### config.mk
export PLATFORM = sky130hd
export DESIGN_NAME = csio_autoxfer
export DESIGN_NICKNAME = d
export VERILOG_FILES = /design/src/rtl/csio_autoxfer.sv
export SDC_FILE = /design/constraint.sdc
export NUM_CORES = 1
export LEC_CHECK = 0
export BUFFER_PORTS_ARGS = -buffer_cell sky130_fd_sc_hd__buf_2
export CORE_ASPECT_RATIO = 0.5
export CORE_UTILIZATION = 50
export CTS_BUF_LIST = sky130_fd_sc_hd__clkbuf_4
export DETAILED_ROUTE_END_ITERATION = 10
export PLACE_DENSITY_LB_ADDON = 0.25
export SYNTH_ARGS = -nofsm -noshare
export SYNTH_HDL_FRONTEND = slang
export SYNTH_SLANG_ARGS = --single-unit
### constraint.sdc
create_clock -name clk -period 5.9 [get_ports clk]
set_clock_uncertainty 0.15 [all_clocks]
set_input_delay 0.885 -clock clk [delete_from_list [all_inputs] [get_ports clk]]
set_output_delay 0.885 -clock clk [all_outputs]
set_load 0.05 [all_outputs]
### src/rtl/csio_autoxfer.sv
module csio_autoxfer #(
  parameter int DEPTH = 32,
  parameter int HALF  = 8,
  localparam int AW   = $clog2(DEPTH),
  localparam int CW   = $clog2(2*HALF)
) (
  input  logic          clk,
  input  logic          rst_n,
  input  logic          start,
  input  logic [AW-1:0] len_m1,
  input  logic          lsb_first,
  input  logic          ext_clk,
  input  logic          cs_en,
  input  logic          buf_we,
  input  logic [AW-1:0] buf_addr,
  input  logic [7:0]    buf_wdata,
  output logic [7:0]    buf_rdata,
  output logic          busy,
  output logic          done,
  output logic          aborted,
  output logic [AW:0]   done_cnt,
  input  logic          sck_i,
  output logic          sck_o,
  output logic          sck_oe,
  input  logic          si,
  output logic          so,
  output logic          so_oe,
  input  logic          cs_n
);
  localparam logic [CW-1:0] HALF_V = CW'(HALF);
  localparam logic [CW-1:0] LAST_V = CW'(2*HALF-1);

  logic [7:0]    mem [DEPTH];
  logic [1:0]    cs_sy;
  logic [2:0]    sck_sy;
  logic [CW-1:0] div;
  logic          busy_q, done_q, abort_q, inbyte, so_q;
  logic [2:0]    bit_q;
  logic [AW-1:0] idx, last;
  logic [AW:0]   cnt_q;
  logic [7:0]    txb, rxb;

  logic cs_low, enabled, run, fall_ev, rise_ev, byte_end, tx_bit;
  logic [7:0] rx_next;

  assign cs_low   = ~cs_sy[1];
  assign enabled  = ~cs_en | cs_low;
  assign run      = busy_q & enabled;
  assign fall_ev  = run & (ext_clk ? (sck_sy[2] & ~sck_sy[1]) : (div == '0));
  assign rise_ev  = run & (ext_clk ? (~sck_sy[2] & sck_sy[1]) : (div == HALF_V));
  assign byte_end = rise_ev & (bit_q == 3'd7);
  assign tx_bit   = lsb_first ? txb[bit_q] : txb[3'd7 - bit_q];
  assign rx_next  = lsb_first ? {si, rxb[7:1]} : {rxb[6:0], si};

  assign buf_rdata = mem[buf_addr];
  assign busy      = busy_q;
  assign done      = done_q;
  assign aborted   = abort_q;
  assign done_cnt  = cnt_q;
  assign so        = so_q;
  assign so_oe     = enabled;
  assign sck_oe    = enabled & ~ext_clk;
  assign sck_o     = ~(run & ~ext_clk & (div < HALF_V));

  always_ff @(posedge clk) begin
    if (!busy_q && buf_we)
      mem[buf_addr] <= buf_wdata;
    else if (byte_end)
      mem[idx] <= rx_next;
  end

  always_ff @(posedge clk or negedge rst_n) begin
    if (!rst_n) begin
      cs_sy   <= 2'b11;
      sck_sy  <= 3'b111;
      div     <= '0;
      busy_q  <= 1'b0;
      done_q  <= 1'b0;
      abort_q <= 1'b0;
      inbyte  <= 1'b0;
      so_q    <= 1'b1;
      bit_q   <= '0;
      idx     <= '0;
      last    <= '0;
      cnt_q   <= '0;
      txb     <= '0;
      rxb     <= '0;
    end else begin
      cs_sy  <= {cs_sy[0], cs_n};
      sck_sy <= {sck_sy[1:0], sck_i};
      done_q <= 1'b0;
      if (!busy_q) begin
        if (start) begin
          busy_q  <= 1'b1;
          abort_q <= 1'b0;
          inbyte  <= 1'b0;
          idx     <= '0;
          last    <= len_m1;
          cnt_q   <= '0;
          bit_q   <= '0;
          div     <= '0;
          txb     <= mem[0];
        end
      end else if (!enabled) begin
        div <= '0;
        if (inbyte) begin
          busy_q  <= 1'b0;
          abort_q <= 1'b1;
        end
      end else begin
        div <= (div == LAST_V) ? '0 : div + 1'b1;
        if (fall_ev) begin
          so_q   <= tx_bit;
          inbyte <= 1'b1;
        end
        if (rise_ev) begin
          rxb   <= rx_next;
          bit_q <= bit_q + 1'b1;
          if (bit_q == 3'd7) begin
            cnt_q  <= cnt_q + 1'b1;
            inbyte <= 1'b0;
            if (idx == last) begin
              busy_q <= 1'b0;
              done_q <= 1'b1;
            end else begin
              idx <= idx + 1'b1;
              txb <= mem[idx + 1'b1];
            end
          end
        end
      end
    end
  end


  done_single_chk: assert property (@(posedge clk) disable iff (!rst_n)
    done |=> !done);


  done_end_chk: assert property (@(posedge clk) disable iff (!rst_n)
    done |-> (!busy && $past(busy) && !aborted));


  abort_nodone_chk: assert property (@(posedge clk) disable iff (!rst_n)
    $rose(aborted) |-> (!busy && !done));


  so_hold_chk: assert property (@(posedge clk) disable iff (!rst_n)
    (sck_oe && $past(sck_oe) && sck_o && $past(sck_o)) |-> $stable(so));


  idle_high_chk: assert property (@(posedge clk) disable iff (!rst_n)
    !busy |-> sck_o);


  cnt_bound_chk: assert property (@(posedge clk) disable iff (!rst_n)
    busy |-> (done_cnt <= {1'b0, last} + 1'b1));
endmodule

# [Word-level counts from Yosys, hierarchy flattened]
# Memory sizes are Yosys's and may differ from the RTL's.
# Cells that the tools add are included.
[word_totals] input_bits=28 ramBits=256 out_inout_bits=21 mem_count=1 reg_bits=49 word_cells=125
[memory_table] memory="mem" words=32 width=8 read_ports=3 rd_clocked_by_memory_dff=0 write_ports=1 line="33" text="logic [7:0] mem [DEPTH];"
[op_classes] n_mux=62 bitwise=17 add_sub_neg=5 order_cmp=3 eq_ne=10 n_reduce_logical=13
[ops] cell="2-to-1 mux 8 bit" n=8
[ops] cell="2-to-1 mux 5 bit" n=7
[ops] cell="2-to-1 mux 1 bit" n=32
[ops] cell="2-to-1 mux 6 bit" n=5
[ops] cell="2-to-1 mux 4 bit" n=4
[ops] cell="2-to-1 mux 3 bit" n=4
[ops] cell="AND reduction 3 bit" n=4
[ops] cell="AND 1 bit" n=9
[ops] cell="equality test 4 bit (second input constant)" n=2
[ops] cell="< comparator 3 x 4 -> 1 bit (second input constant)" n=2
[ops] cell="!= test 2 x 1 -> 1 bit (second input constant)" n=4
[ops] cell="OR reduction 8 bit" n=1
[ops] cell="NOT 1 bit" n=7
[ops] cell="adder 6 x 1 -> 6 bit (second input constant)" n=1
[ops] cell="binary-select mux 1 bit (select 3 bit)" n=2
[ops] cell="adder 5 x 1 -> 5 bit (second input constant)" n=1
[ops] cell="equality test 5 bit" n=1
[ops] cell="AND reduction 5 bit" n=1
[ops] cell="adder 4 x 1 -> 4 bit (second input constant)" n=1
[ops] cell="zero test 4 bit" n=1
[ops] cell="< comparator 4 bit (second input constant)" n=1
[ops] cell="!= test 2 bit (second input constant)" n=2
[ops] cell="AND reduction 2 bit" n=2
[ops] cell="AND reduction 4 bit" n=1
[ops] cell="other kinds (7)" n=7

# [Longest topological paths before layout]
# Gate-level depths: netlist of the first run.
[depth] word_depth=10 depth_mapped=10 mapped_depth_nobuf=8

# [Least setup slack after synthesis of the first run]
# OpenSTA, ideal clock, no wires.
[synth_timing] path_type="input -> output" startpoint="input buf_addr[0]" endpoint="output buf_rdata[0]" setup_slack_ps=2125 path_stages=6 arrival_ps=2740 n_path_buf=3 path_cell_list="buf_2 > buf_6 > clkbuf_1 > mux4_2 > mux4_2 > mux2_2"
[synth_between] elab_chain_len=1
[synth_lines] element="from (decl)" line="15" text="input logic [AW-1:0] buf_addr,"
[synth_lines] element="memory (32 x 8 bit)"
[synth_lines] element="to (decl)" line="17" text="output logic [7:0] buf_rdata,"
# No other way between the ends.

# [Final worst setup path of the first run]
[layout_timing] startpoint="input buf_addr[1]" endpoint="output buf_rdata[2]"
# The elaborated chain is that of the path after synthesis.

==> results of run 1 <==
-- registers in the layout (all words and copies together) (netlist names), 2 cells and up --
name      cells
idx           5
cs_sy         2
last          5
mem         256
done_cnt      6
sck_sy        3
bit_q         3
txb           8
rxb           8
div           4
-- per-stage QoR --
stage	instances	hold slack (ps)	utilization, %	cell area, sq um
after floorplan	1020	195	-	14600
after global placement	1411	199	54.3	15300
after detailed placement	1411	198	54.3	15300
after CTS	1533	53.8	57.5	16200
after global routing	1535	38.5	57.5	16200
final	1535	109	57.5	16200
-- worst max path at each step --
stage                startpoint           end  slack [ps]  depth (start not counted)
floorplan           buf_addr[0]  buf_rdata[0]        2120                          6
global placement    buf_addr[1]  buf_rdata[2]        1210                          6
detailed placement  buf_addr[1]  buf_rdata[2]        1150                          6
CTS                 buf_addr[1]  buf_rdata[2]        1140                          6
global route        buf_addr[1]  buf_rdata[2]        1020                          6
finish              buf_addr[1]  buf_rdata[2]        1180                          6
-- power by group --
part	switching, W	internal (W)	leakage, nW
Clock	0.000859	0.000877	0.530
Sequential	0.000102	0.00244	2.92
Combinational	0.000366	0.000245	2.17
-- area by class of cell --
type | instances | area [sq um] | area share (%)
Timing Repair Buffer | 78 | 493 | 3.04
Inverter | 8 | 30.0 | 0.185
Tap cell | 382 | 478 | 2.95
Clock inverter | 28 | 193 | 1.19
Multi-Input combinational cell | 638 | 5380 | 33.2
Antenna cell | 2 | 5.00 | 0.0309
Sequential cell | 305 | 8920 | 55.1
Clock buffer | 94 | 706 | 4.35
-- metal layers --
metal | track usage [%] | share of wire [%] | vias up | wire, um
li1 | - | - | 4196 | -
met1 | 40.1 | 40 | 4916 | 16300
met2 | 40.3 | 42 | 745 | 17300
met3 | 11.3 | 15 | 116 | 5940
met4 | 10.6 | 3.0 | 2 | 1220
met5 | 0 | 0.029 | - | 12
-- cells in the final DEF, fill, tap and decap left out, types with 8 or more instances in the layout --
cell,synthesis,layout
sky130_fd_sc_hd__clkinv_1,0,18
sky130_fd_sc_hd__a21oi_1,10,10
sky130_fd_sc_hd__mux2_2,9,9
sky130_fd_sc_hd__o21ai_0,34,26
sky130_fd_sc_hd__nand2_1,196,196
sky130_fd_sc_hd__nand3_1,63,63
sky130_fd_sc_hd__buf_2,21,47
sky130_fd_sc_hd__o21ai_2,0,8
sky130_fd_sc_hd__edfxtp_1,256,256
sky130_fd_sc_hd__clkbuf_4,0,94
sky130_fd_sc_hd__dfrtp_1,43,43
sky130_fd_sc_hd__a32oi_1,21,21
sky130_fd_sc_hd__mux2i_1,44,44
sky130_fd_sc_hd__nand4_1,20,20
sky130_fd_sc_hd__mux4_2,102,102
sky130_fd_sc_hd__buf_4,4,29
sky130_fd_sc_hd__inv_1,8,8
sky130_fd_sc_hd__nor2_1,52,52
-- cells by family after synthesis --
| group | synth area share (%) |
|---|---|
| compound gates | 5.01 |
| xor+xnor | 0.839 |
| fa+ha+maj | 0.513 |
| buf+inv | 2.62 |
| flops | 61.0 |
| mux | 19.4 |
| simple gates | 10.6 |
==> flow_metrics.py, run 1 <==
metrics = {
    "grt": {
        "grt_overflow_total": 0,
        "grt_pass1_vias": 9802,
        "antenna_found_initial": 3,
        "grt_usage_pct": 28.6,
        "grt_pass1_wl_um": 61600,
        "pin_count_of_the_biggest_net_entering_global_routing": 71,
    },
    "worst_setup_path": {
        "worst_r2r_path_depth": 7,
        "crit_path_cell_trace": "buf_4 > buf_4 > mux4_2 > mux4_2 > mux2_2 > buf_2",
        "r2r_start": "idx[0]",
        "slowest_delay_ps": 730,
        "critical_path_start_end_classification": "in -> out",
        "timing.critical_path.fanout_max": 51,
        "cell_with_the_largest_stage_delay_on_the_worst_path": "sky130_fd_sc_hd__buf_4",
        "setup.worst_path.start_class": "input pin",
        "cp.arrival_ps": 3690,
        "cp_top_family": "buffers and inverters",
        "end_kind": "output port",
        "crit-reg2reg-capture": "txb[5]",
        "critical_path.n_buffers_inverters": 3,
        "worst_path_required_time_ps": 4870,
        "reg2reg_setup_slack_ps": 2100,
    },
    "sta": {
        "final_period_minus_worst_setup_slack_ps": 4720,
        "finalWorstSetupSlack_ps": 1180,
        "tightestPinTransition_ps": 1320,
        "rsz0062_at_grt": "no",
        "setup_viol": 0,
        "slew_violations": 0,
        "timing.fmax_ghz": 0.212,
        "timing_hold_violations_final": 0,
        "finalSetupTns_ps": 0,
        "timing.slew.headroom_pct": 11.7,
        "min_period_over_period_pct": 80.0,
    },
    "clock_network": {
        "clkSinkCount": 305,
        "clkLatencyLatePin_ps": 760,
        "numCtsBuffers": 70,
        "cts_repair_resize_count": 0,
        "cts_htree_levels": 3,
        "cts-root-buf": "sky130_fd_sc_hd__clkbuf_4",
        "quantity_of_hold_fixing_buffers_added_after_cts": 0,
        "worst_setup_hold_path_clk_slew_ps": 60,
        "total_setup_buffers_inserted_after_cts": 0,
        "cts_tree": "yes",
        "ctsLongestPathBuffers": 3,
    },
    "yosys": {
        "postSynthCellCount": 1020,
        "count_of_flip_flops_with_a_built_in_enable_after_synthesis": 256,
        "yosys_warnings": 0,
        "yosys_most_used_dff": "sky130_fd_sc_hd__edfxtp_1",
        "synth-seq-area-share_pct": 61.0,
        "synthTopCellsByCount": "256 x sky130_fd_sc_hd__edfxtp_1, 196 x sky130_fd_sc_hd__nand2_1, 102 x sky130_fd_sc_hd__mux4_2, 63 x sky130_fd_sc_hd__nand3_1, 52 x sky130_fd_sc_hd__nor2_1",
        "asyncSetResetFlopFracSynth_pct": 16.1,
        "synth.lib_cells_used.distinct": 53,
        "synth_most_common_cell": "sky130_fd_sc_hd__edfxtp_1",
        "synthesis.nets": 1054,
        "synth_top_cells_by_area": "sky130_fd_sc_hd__edfxtp_1 53%, sky130_fd_sc_hd__mux4_2 16%, sky130_fd_sc_hd__dfrtp_1 7.4%, sky130_fd_sc_hd__nand2_1 5.0%, sky130_fd_sc_hd__mux2i_1 3.0%",
        "netlist.area_leader.share_pct": 52.6,
        "synth-seq-cells": 305,
        "postSynthAreaPerCell_sq_um": 14.3,
        "syn-cell-area_sq_um": 14600,
        "synthDominantAreaCellType": "sky130_fd_sc_hd__edfxtp_1",
    },
    "final_layout": {
        "syn_to_final_growth_pct": 10.8,
        "num-fill-cells": 2254,
        "fin_nets": 1135,
        "final_layout_size_suffix_gt1_share_pct": 27.3,
    },
    "drt": {
        "initialDrtViolationCount": 1362,
        "num_vias": 9975,
        "route.detailed.wl_per_inst_um": 26.5,
        "via_per_inst": 6.50,
        "drt_wl_total_um": 40700,
        "drtAntennaViolNets": 0,
        "drtPass1Iterations": 7,
        "drcViolationCount": 0,
    },
    "power": {
        "static-leakage-power_nw": 5.63,
        "ir_worst_vdd_mv": 0.225,
        "fin_total_pwr_w": 0.00489,
        "pwr_cell_area_nw_per_um2": 302,
    },
    "die": {
        "core.rowCount": 43,
        "die_width_um": 244,
        "initial_core_util_pct": 51.9,
        "io_pins": 49,
        "core_area_sq_um": 28200,
        "floorplan.die.height_um": 123,
        "die-area_sq_um": 30000,
    },
    "place": {
        "place_worst_setup_slack_ps": 1150,
        "gpl.final_weighted_congestion": 0.903,
        "hpwlAfterDp_um": 26400,
        "io_buffer_count": 48,
    },
    "hold_path": {
        "timing.hold.worst.start": "cs_n",
        "holdPathEnd": "cs_sy[0]",
        "class_of_the_worst_hold_path": "in -> reg",
        "holdPathStages": 1,
    },
    "flow_run": {
        "drv_cap": 0,
    },
    "status": {
        "run_status": "finished, final reports clean",
    },
}
(Power assumes the default switching activity.)
==> inputs of run 2 (changes only) <==
- clock period: 5.9 -> 4.2 ns (I/O delays scaled with it)
==> run 2 against run 1 <==
  * Sequential share of layout area decreased by 0.99 points
  * Clock power up 29%
  * First-iteration DRC count is 1.0% higher
  * Hold slack improved by 6.3 ps
  * Die area unchanged
  * Design area up 1.8%
  * Global-route usage fell by 0.35 points
  * Core utilization increased by 1.1 points
  * Count of clock-buffer cells in the layout rose by 7
  * Largest cell class unchanged
==> flow_metrics.py, run 2 (same netlist as run 1, synthesis figures left out) <==
metrics = {
    "clock_network": {
        "clkSinkCount": 305,
        "clkLatencyLatePin_ps": 740,
        "cts_tree": "yes",
        "numCtsBuffers": 70,
        "worst_setup_hold_path_clk_slew_ps": 70,
        "cts-root-buf": "sky130_fd_sc_hd__clkbuf_4",
        "cts_repair_resize_count": 0,
        "cts_htree_levels": 3,
        "ctsLongestPathBuffers": 3,
    },
    "worst_setup_path": {
        "critical_path_cell_count": 6,
        "timing.critical_path.fanout_max": 29,
        "critical_path.n_buffers_inverters": 3,
        "crit_path_cell_trace": "buf_4 > buf_4 > mux4_2 > mux4_2 > mux2_2 > buf_2",
        "end_kind": "output port",
        "cp_top_family": "multiplexers",
        "cp.arrival_ps": 2990,
        "worst_path_required_time_ps": 3420,
        "setup.worst_path.start_class": "input pin",
        "reg2reg_setup_slack_ps": 950,
        "critical_path_start_end_classification": "in -> out",
        "slowest_delay_ps": 550,
        "cell_with_the_largest_stage_delay_on_the_worst_path": "sky130_fd_sc_hd__mux4_2",
        "worst_r2r_path_depth": 8,
    },
    "final_layout": {
        "layout_commonest_cell": "sky130_fd_sc_hd__edfxtp_1",
        "fin_nets": 1182,
        "layout_common_cells": "256 x sky130_fd_sc_hd__edfxtp_1, 196 x sky130_fd_sc_hd__nand2_1, 102 x sky130_fd_sc_hd__mux4_2",
        "syn_to_final_growth_pct": 12.9,
        "top_register": "mem",
        "num-fill-cells": 2158,
        "largest_registers": "mem x256, rxb x8, txb x8",
        "largest_register_ff_count": 256,
        "final_layout_size_suffix_gt1_share_pct": 29.7,
        "final_cells": 1576,
    },
    "power": {
        "power.share.switching_pct": 26.8,
        "pwr-share-comb_pct": 13.3,
        "static-leakage-power_nw": 5.84,
        "internal-power_w": 0.00489,
        "power.clock.fraction_pct": 33.4,
        "pwr_cell_area_nw_per_um2": 405,
        "total_switching_power_w": 0.00179,
        "power.share.sequential_pct": 53.3,
        "ir_worst_vdd_mv": 0.243,
    },
    "place": {
        "place_worst_setup_slack_ps": 433,
        "io_buffer_count": 48,
        "gpl.final_weighted_congestion": 0.954,
        "dp_cells": 1450,
        "hpwlAfterDp_um": 27200,
    },
    "drt": {
        "via_per_inst": 6.38,
        "wl_met1_um": 15900,
        "drtPass1Iterations": 6,
        "drcViolationCount": 0,
        "drt_wl_total_um": 40600,
        "drtAntennaViolNets": 0,
        "num_vias": 10100,
        "dr.max_layer_used": "met5",
        "length_of_routed_met2_wiring_um": 17200,
        "met3RoutedLength_um": 6350,
        "route.detailed.wl_per_inst_um": 25.8,
        "initialDrtViolationCount": 1376,
    },
    "grt": {
        "grt_usage_pct": 28.2,
        "grt_overflow_total": 0,
        "grt_pass1_wl_um": 60900,
        "pin_count_of_the_biggest_net_entering_global_routing": 67,
        "antenna_found_initial": 3,
        "grt_pass1_vias": 9753,
    },
    "sta": {
        "min_period_over_period_pct": 89.7,
        "finalSetupTns_ps": 0,
        "timing_hold_violations_final": 0,
        "tightestPinTransition_ps": 1120,
        "rsz0062_at_grt": "no",
        "timing.fmax_ghz": 0.265,
        "slew_violations": 0,
        "setup_viol": 0,
        "final_period_minus_worst_setup_slack_ps": 3770,
        "timing.slew.headroom_pct": 25.3,
        "finalWorstSetupSlack_ps": 431,
    },
    "die": {
        "die_width_um": 244,
        "io_pins": 49,
        "die-area_sq_um": 30000,
        "initial_core_util_pct": 51.9,
        "core_area_sq_um": 28200,
        "core.rowCount": 43,
        "floorplan.die.height_um": 123,
    },
    "hold_path": {
        "holdPathStages": 3,
        "class_of_the_worst_hold_path": "in -> reg",
    },
    "flow_run": {
        "drv_cap": 0,
    },
    "status": {
        "run_status": "finished, final reports clean",
    },
}
## run 2: cell count changes in the layout (fill, tap and decap cells not counted), sizes merged
cell,previous run,this run
diode,2,3
clkbuf,94,101
clkinv,25,10
bufinv,3,0
inv,8,12
buf,78,117
dlygate4sd3,0,8
## run 2: final timing paths
kind	start	to
setup / recovery	buf_addr[1]	buf_rdata[2]
hold / removal	si	rxb[0]
setup reg to reg	idx[1]	txb[2]
hold reg to reg	sck_sy[0]	sck_sy[1]
max in group asynchronous	rst_n	bit_q[1]
min in group asynchronous	rst_n	txb[5]
## run 2: layout make-up
| type | count | area [sq um] | share of cell area [%] |
|---|---|---|---|
| well taps | 382 | 478 | 2.90 |
| flip-flops and latches | 305 | 8920 | 54.1 |
| clock inverters | 14 | 53.8 | 0.326 |
| repair buffers | 125 | 878 | 5.32 |
| diodes | 3 | 7.51 | 0.0455 |
| clock buffers | 101 | 758 | 4.60 |
| inverters | 8 | 30.0 | 0.182 |
| multi-input cells | 638 | 5370 | 32.6 |
## run 2: power groups by stage
stage / sequential (W) / clock [W] / combinational (W)
after CTS: 0.00356 / 0.00229 / 0.000882
after global routing: 0.00358 / 0.00244 / 0.000948
after detailed placement: 0.00363 / 0 / 0.000873
final: 0.00356 / 0.00224 / 0.000886
after global placement: 0.00362 / 0 / 0.000850
after floorplan: 0.00362 / 0 / 0.000608
## run 2: tightest hold or removal path, stage by stage
cell and delay, ps:
sky130_fd_sc_hd__buf_2 100, sky130_fd_sc_hd__mux2i_1 80, sky130_fd_sc_hd__o21ai_0 140
## run 2: per-layer routing
metal  GRT usage [%]  up-vias
met5               0        -
met4            11.8        2
met3            10.8      106
met2            40.1      811
met1            39.2     4860
li1                -     4271
## run 2: through the flow
step	utilization [%]	cell area, sq um	hold WS, ps	total power [W]
floorplan	-	14600	184	0.00423
finish	58.5	16500	115	0.00669
CTS	58.5	16500	41.2	0.00674
global placement	55.3	15600	201	0.00447
detailed placement	55.3	15600	205	0.00450
global route	58.5	16500	115	0.00697
## run 2: timing repair
action	CTS	global route
endpoints found under the hold margin	50	0
setup buffers	0	0
hold buffers	8	0
==> inputs of run 3 (changes only) <==
- ABC_AREA: unset -> 1
==> run 3 against run 2 <==
  * Final cell count up 49%
  * Sequential share of layout area down 3.1 points
  * Hold slack worse by 21 ps
  * Combinational power up 25%
  * Largest power group unchanged
  * Routed wire length up 16%
  * Synthesized cell count up 76%
  * Critical endpoint is now mem[1][2]
  * Die area up 7.6%
  * Worst setup slack better by 410 ps
  * Power up 6.2%
==> flow_metrics.py, run 3 <==
metrics = {
    "worst_setup_path": {
        "timing.critical_path.fanout_max": 21,
        "setup.worst_path.start_class": "flip-flop",
        "end_kind": "flip-flop",
        "cp.arrival_ps": 3600,
        "critical_path_start_end_classification": "reg -> reg",
        "worst_path_required_time_ps": 4440,
    },
    "drt": {
        "num_vias": 13400,
        "initialDrtViolationCount": 2237,
        "drt_wl_total_um": 47300,
        "route.detailed.wl_per_inst_um": 20.2,
        "drcViolationCount": 0,
        "drtPass1Iterations": 7,
        "drtAntennaViolNets": 0,
        "via_per_inst": 5.70,
    },
    "final_layout": {
        "num-fill-cells": 2699,
        "final_layout_size_suffix_gt1_share_pct": 13.3,
        "syn_to_final_growth_pct": 11.2,
        "fin_nets": 1897,
        "largest_register_ff_count": 256,
        "final_cells": 2346,
        "largest_registers": "mem x256, rxb x8, txb x8",
        "layout_common_cells": "365 x sky130_fd_sc_hd__nand2_1, 285 x sky130_fd_sc_hd__nor2_1, 256 x sky130_fd_sc_hd__edfxtp_1",
        "top_register": "mem",
        "layout_commonest_cell": "sky130_fd_sc_hd__nand2_1",
    },
    "die": {
        "io_pins": 49,
        "core_area_sq_um": 30600,
        "die-area_sq_um": 32200,
        "initial_core_util_pct": 51.4,
        "core.rowCount": 45,
        "die_width_um": 253,
        "floorplan.die.height_um": 127,
    },
    "status": {
        "run_status": "finished, final reports clean",
    },
    "yosys": {
        "synthesized_area_fraction_occupied_by_adder_cells_pct": 0.477,
        "postSynthCellCount": 1792,
        "syn-cell-area_sq_um": 15700,
        "synth-seq-cells": 305,
        "yosys_warnings": 0,
        "count_of_flip_flops_with_a_built_in_enable_after_synthesis": 256,
        "postSynthAreaPerCell_sq_um": 8.78,
        "post_synth_mux_area_share_pct": 0.0636,
        "synth_most_common_cell": "sky130_fd_sc_hd__nand2_1",
        "netlist.area_leader.share_pct": 48.8,
        "asyncSetResetFlopFracSynth_pct": 16.1,
        "synthDominantAreaCellType": "sky130_fd_sc_hd__edfxtp_1",
        "compound_gate_portion_of_the_synthesized_area_pct": 13.6,
        "synthesis.nets": 1826,
        "yosys.area_share.simple_pct": 22.3,
        "synthXorXnorAreaFrac_pct": 0.429,
        "synth-seq-area-share_pct": 56.7,
        "yosys_most_used_dff": "sky130_fd_sc_hd__edfxtp_1",
        "synth.lib_cells_used.distinct": 36,
        "synth_top_cells_by_area": "sky130_fd_sc_hd__edfxtp_1 49%, sky130_fd_sc_hd__nand2_1 8.7%, sky130_fd_sc_hd__dfrtp_1 6.8%, sky130_fd_sc_hd__nor2_1 6.8%, sky130_fd_sc_hd__o21ai_0 6.5%",
        "synth_top_family_by_area": "simple AND/OR/NAND/NOR gates",
        "synthTopCellsByCount": "365 x sky130_fd_sc_hd__nand2_1, 285 x sky130_fd_sc_hd__nor2_1, 256 x sky130_fd_sc_hd__edfxtp_1, 203 x sky130_fd_sc_hd__o21ai_0, 173 x sky130_fd_sc_hd__nand3_1",
    },
    "grt": {
        "grt_pass1_vias": 12200,
        "grt_pass1_wl_um": 72000,
        "met3_usage_pct": 10.8,
        "grt_overflow_total": 0,
        "pin_count_of_the_biggest_net_entering_global_routing": 88,
        "met2_usage_pct": 43.5,
        "grt_usage_pct": 30.1,
        "gr_busiest_metal": "met2",
        "globalRouteMet1Util_pct": 41.7,
        "antenna_found_initial": 2,
    },
    "sta": {
        "timing_hold_violations_final": 0,
        "timing.slew.headroom_pct": 34.5,
        "finalSetupTns_ps": 0,
        "rsz0062_at_grt": "no",
        "tightestPinTransition_ps": 982,
        "slew_violations": 0,
        "final_period_minus_worst_setup_slack_ps": 3360,
        "timing.fmax_ghz": 0.298,
        "min_period_over_period_pct": 79.9,
        "setup_viol": 0,
        "worst_hold_slack_ps": 94.4,
    },
    "hold_path": {
        "class_of_the_worst_hold_path": "in -> reg",
    },
    "clock_network": {
        "clkSinkCount": 305,
        "cts_htree_levels": 3,
        "ctsLongestPathBuffers": 3,
        "cts-root-buf": "sky130_fd_sc_hd__clkbuf_4",
        "worst_setup_hold_path_clk_slew_ps": 80,
        "cts_tree": "yes",
        "total_setup_buffers_inserted_after_cts": 0,
        "clkLatencyLatePin_ps": 810,
        "numCtsBuffers": 73,
    },
    "power": {
        "power.share.switching_pct": 30.7,
        "power.share.sequential_pct": 50.4,
        "pwr-share-comb_pct": 15.6,
        "power.clock.fraction_pct": 34.0,
        "ir_worst_vdd_mv": 0.171,
        "pwr_cell_area_nw_per_um2": 406,
        "internal-power_w": 0.00492,
        "static-leakage-power_nw": 6.82,
        "total_switching_power_w": 0.00218,
    },
    "place": {
        "dp_cells": 2203,
        "gpl.final_weighted_congestion": 0.936,
        "hpwlAfterDp_um": 29400,
        "io_buffer_count": 48,
    },
    "flow_run": {
        "drv_cap": 0,
    },
}
## run 3: cell count changes in the layout (fill, tap and decap cells not counted), moves of 21 or more
cell / previous run / this run
sky130_fd_sc_hd__mux4_2: 102 / 0
sky130_fd_sc_hd__nand3_1: 63 / 173
sky130_fd_sc_hd__o21ai_0: 26 / 203
sky130_fd_sc_hd__a32oi_1: 21 / 0
sky130_fd_sc_hd__mux2i_1: 44 / 1
sky130_fd_sc_hd__nor2_1: 52 / 285
sky130_fd_sc_hd__a21oi_1: 10 / 74
sky130_fd_sc_hd__inv_1: 8 / 123
sky130_fd_sc_hd__nand2_1: 196 / 365
sky130_fd_sc_hd__o211ai_1: 1 / 80
## run 3: final timing paths
kind,startpoint,to,slack [ps],cells after the start
max,busy,mem[1][2],840,8
min,start,div[3],90,4
max reg2reg,busy,mem[1][2],840,8
min reg2reg,cs_sy[0],cs_sy[1],210,0
max in group asynchronous,rst_n,so,2920,3
min in group asynchronous,rst_n,div[3],190,2
## run 3: cell families (layout without fill, tap and decap cells)
group / count (synthesis) / after routing
XOR/XNOR: 6 / 6
flip-flops: 305 / 305
adder cells (fa/ha/maj): 6 / 6
multiplexers: 1 / 1
other: 0 / 1
AO/OA/AOI/OAI: 377 / 377
buffers and inverters: 254 / 384
AND/OR/NAND/NOR: 843 / 843
## run 3: cell type report
type	instances	area, sq um	area share (%)
multi-input combinational	1233	5800	33.2
timing repair buffer	110	813	4.65
clock inverter	40	189	1.08
tap	423	529	3.02
clock buffer	94	706	4.03
inverter	140	529	3.02
antenna	1	2.50	0.0143
sequential	305	8920	51.0
## run 3: repair_timing
item / 4_1_cts / 5_1_grt
hold buffers: 8 / 0
resized for setup: 0 / 0
hold endpoints to repair: 26 / 0
## run 3: power groups by stage
stage          Sequential [W]  Clock, W  Combinational, W
4_1_cts               0.00357   0.00244           0.00110
5_1_grt               0.00360   0.00260           0.00124
3_5_place_dp          0.00364         0           0.00110
2_1_floorplan         0.00363         0          0.000786
6_report              0.00358   0.00241           0.00111
3_3_place_gp          0.00363         0           0.00108
## run 3: critical path, cell delays in order (launching register included)
cell and delay (ps):
sky130_fd_sc_hd__dfrtp_1 540, sky130_fd_sc_hd__inv_2 220, sky130_fd_sc_hd__nor2_8 190, sky130_fd_sc_hd__nand3_4 110, sky130_fd_sc_hd__nor2_4 250, sky130_fd_sc_hd__inv_2 270, sky130_fd_sc_hd__o21ai_2 290, sky130_fd_sc_hd__nand3_2 250
sky130_fd_sc_hd__nor2_1 700
## run 3: through the flow
stage	worst slack (ps)	total power [W]	utilization, %	area (sq um)
floorplan	1250	0.00442	-	15700
global route	626	0.00744	57.1	17500
detailed placement	797	0.00473	53.9	16500
finish	844	0.00710	57.1	17500
global placement	873	0.00471	53.9	16500
CTS	883	0.00712	57.1	17500
## run 3: routing by layer
layer / vias to the layer above / wire [um]
li1: 6296 / -
met1: 6155 / 19600
met2: 803 / 19900
met3: 109 / 6510
met4: 0 / 1330
met5: - / 0
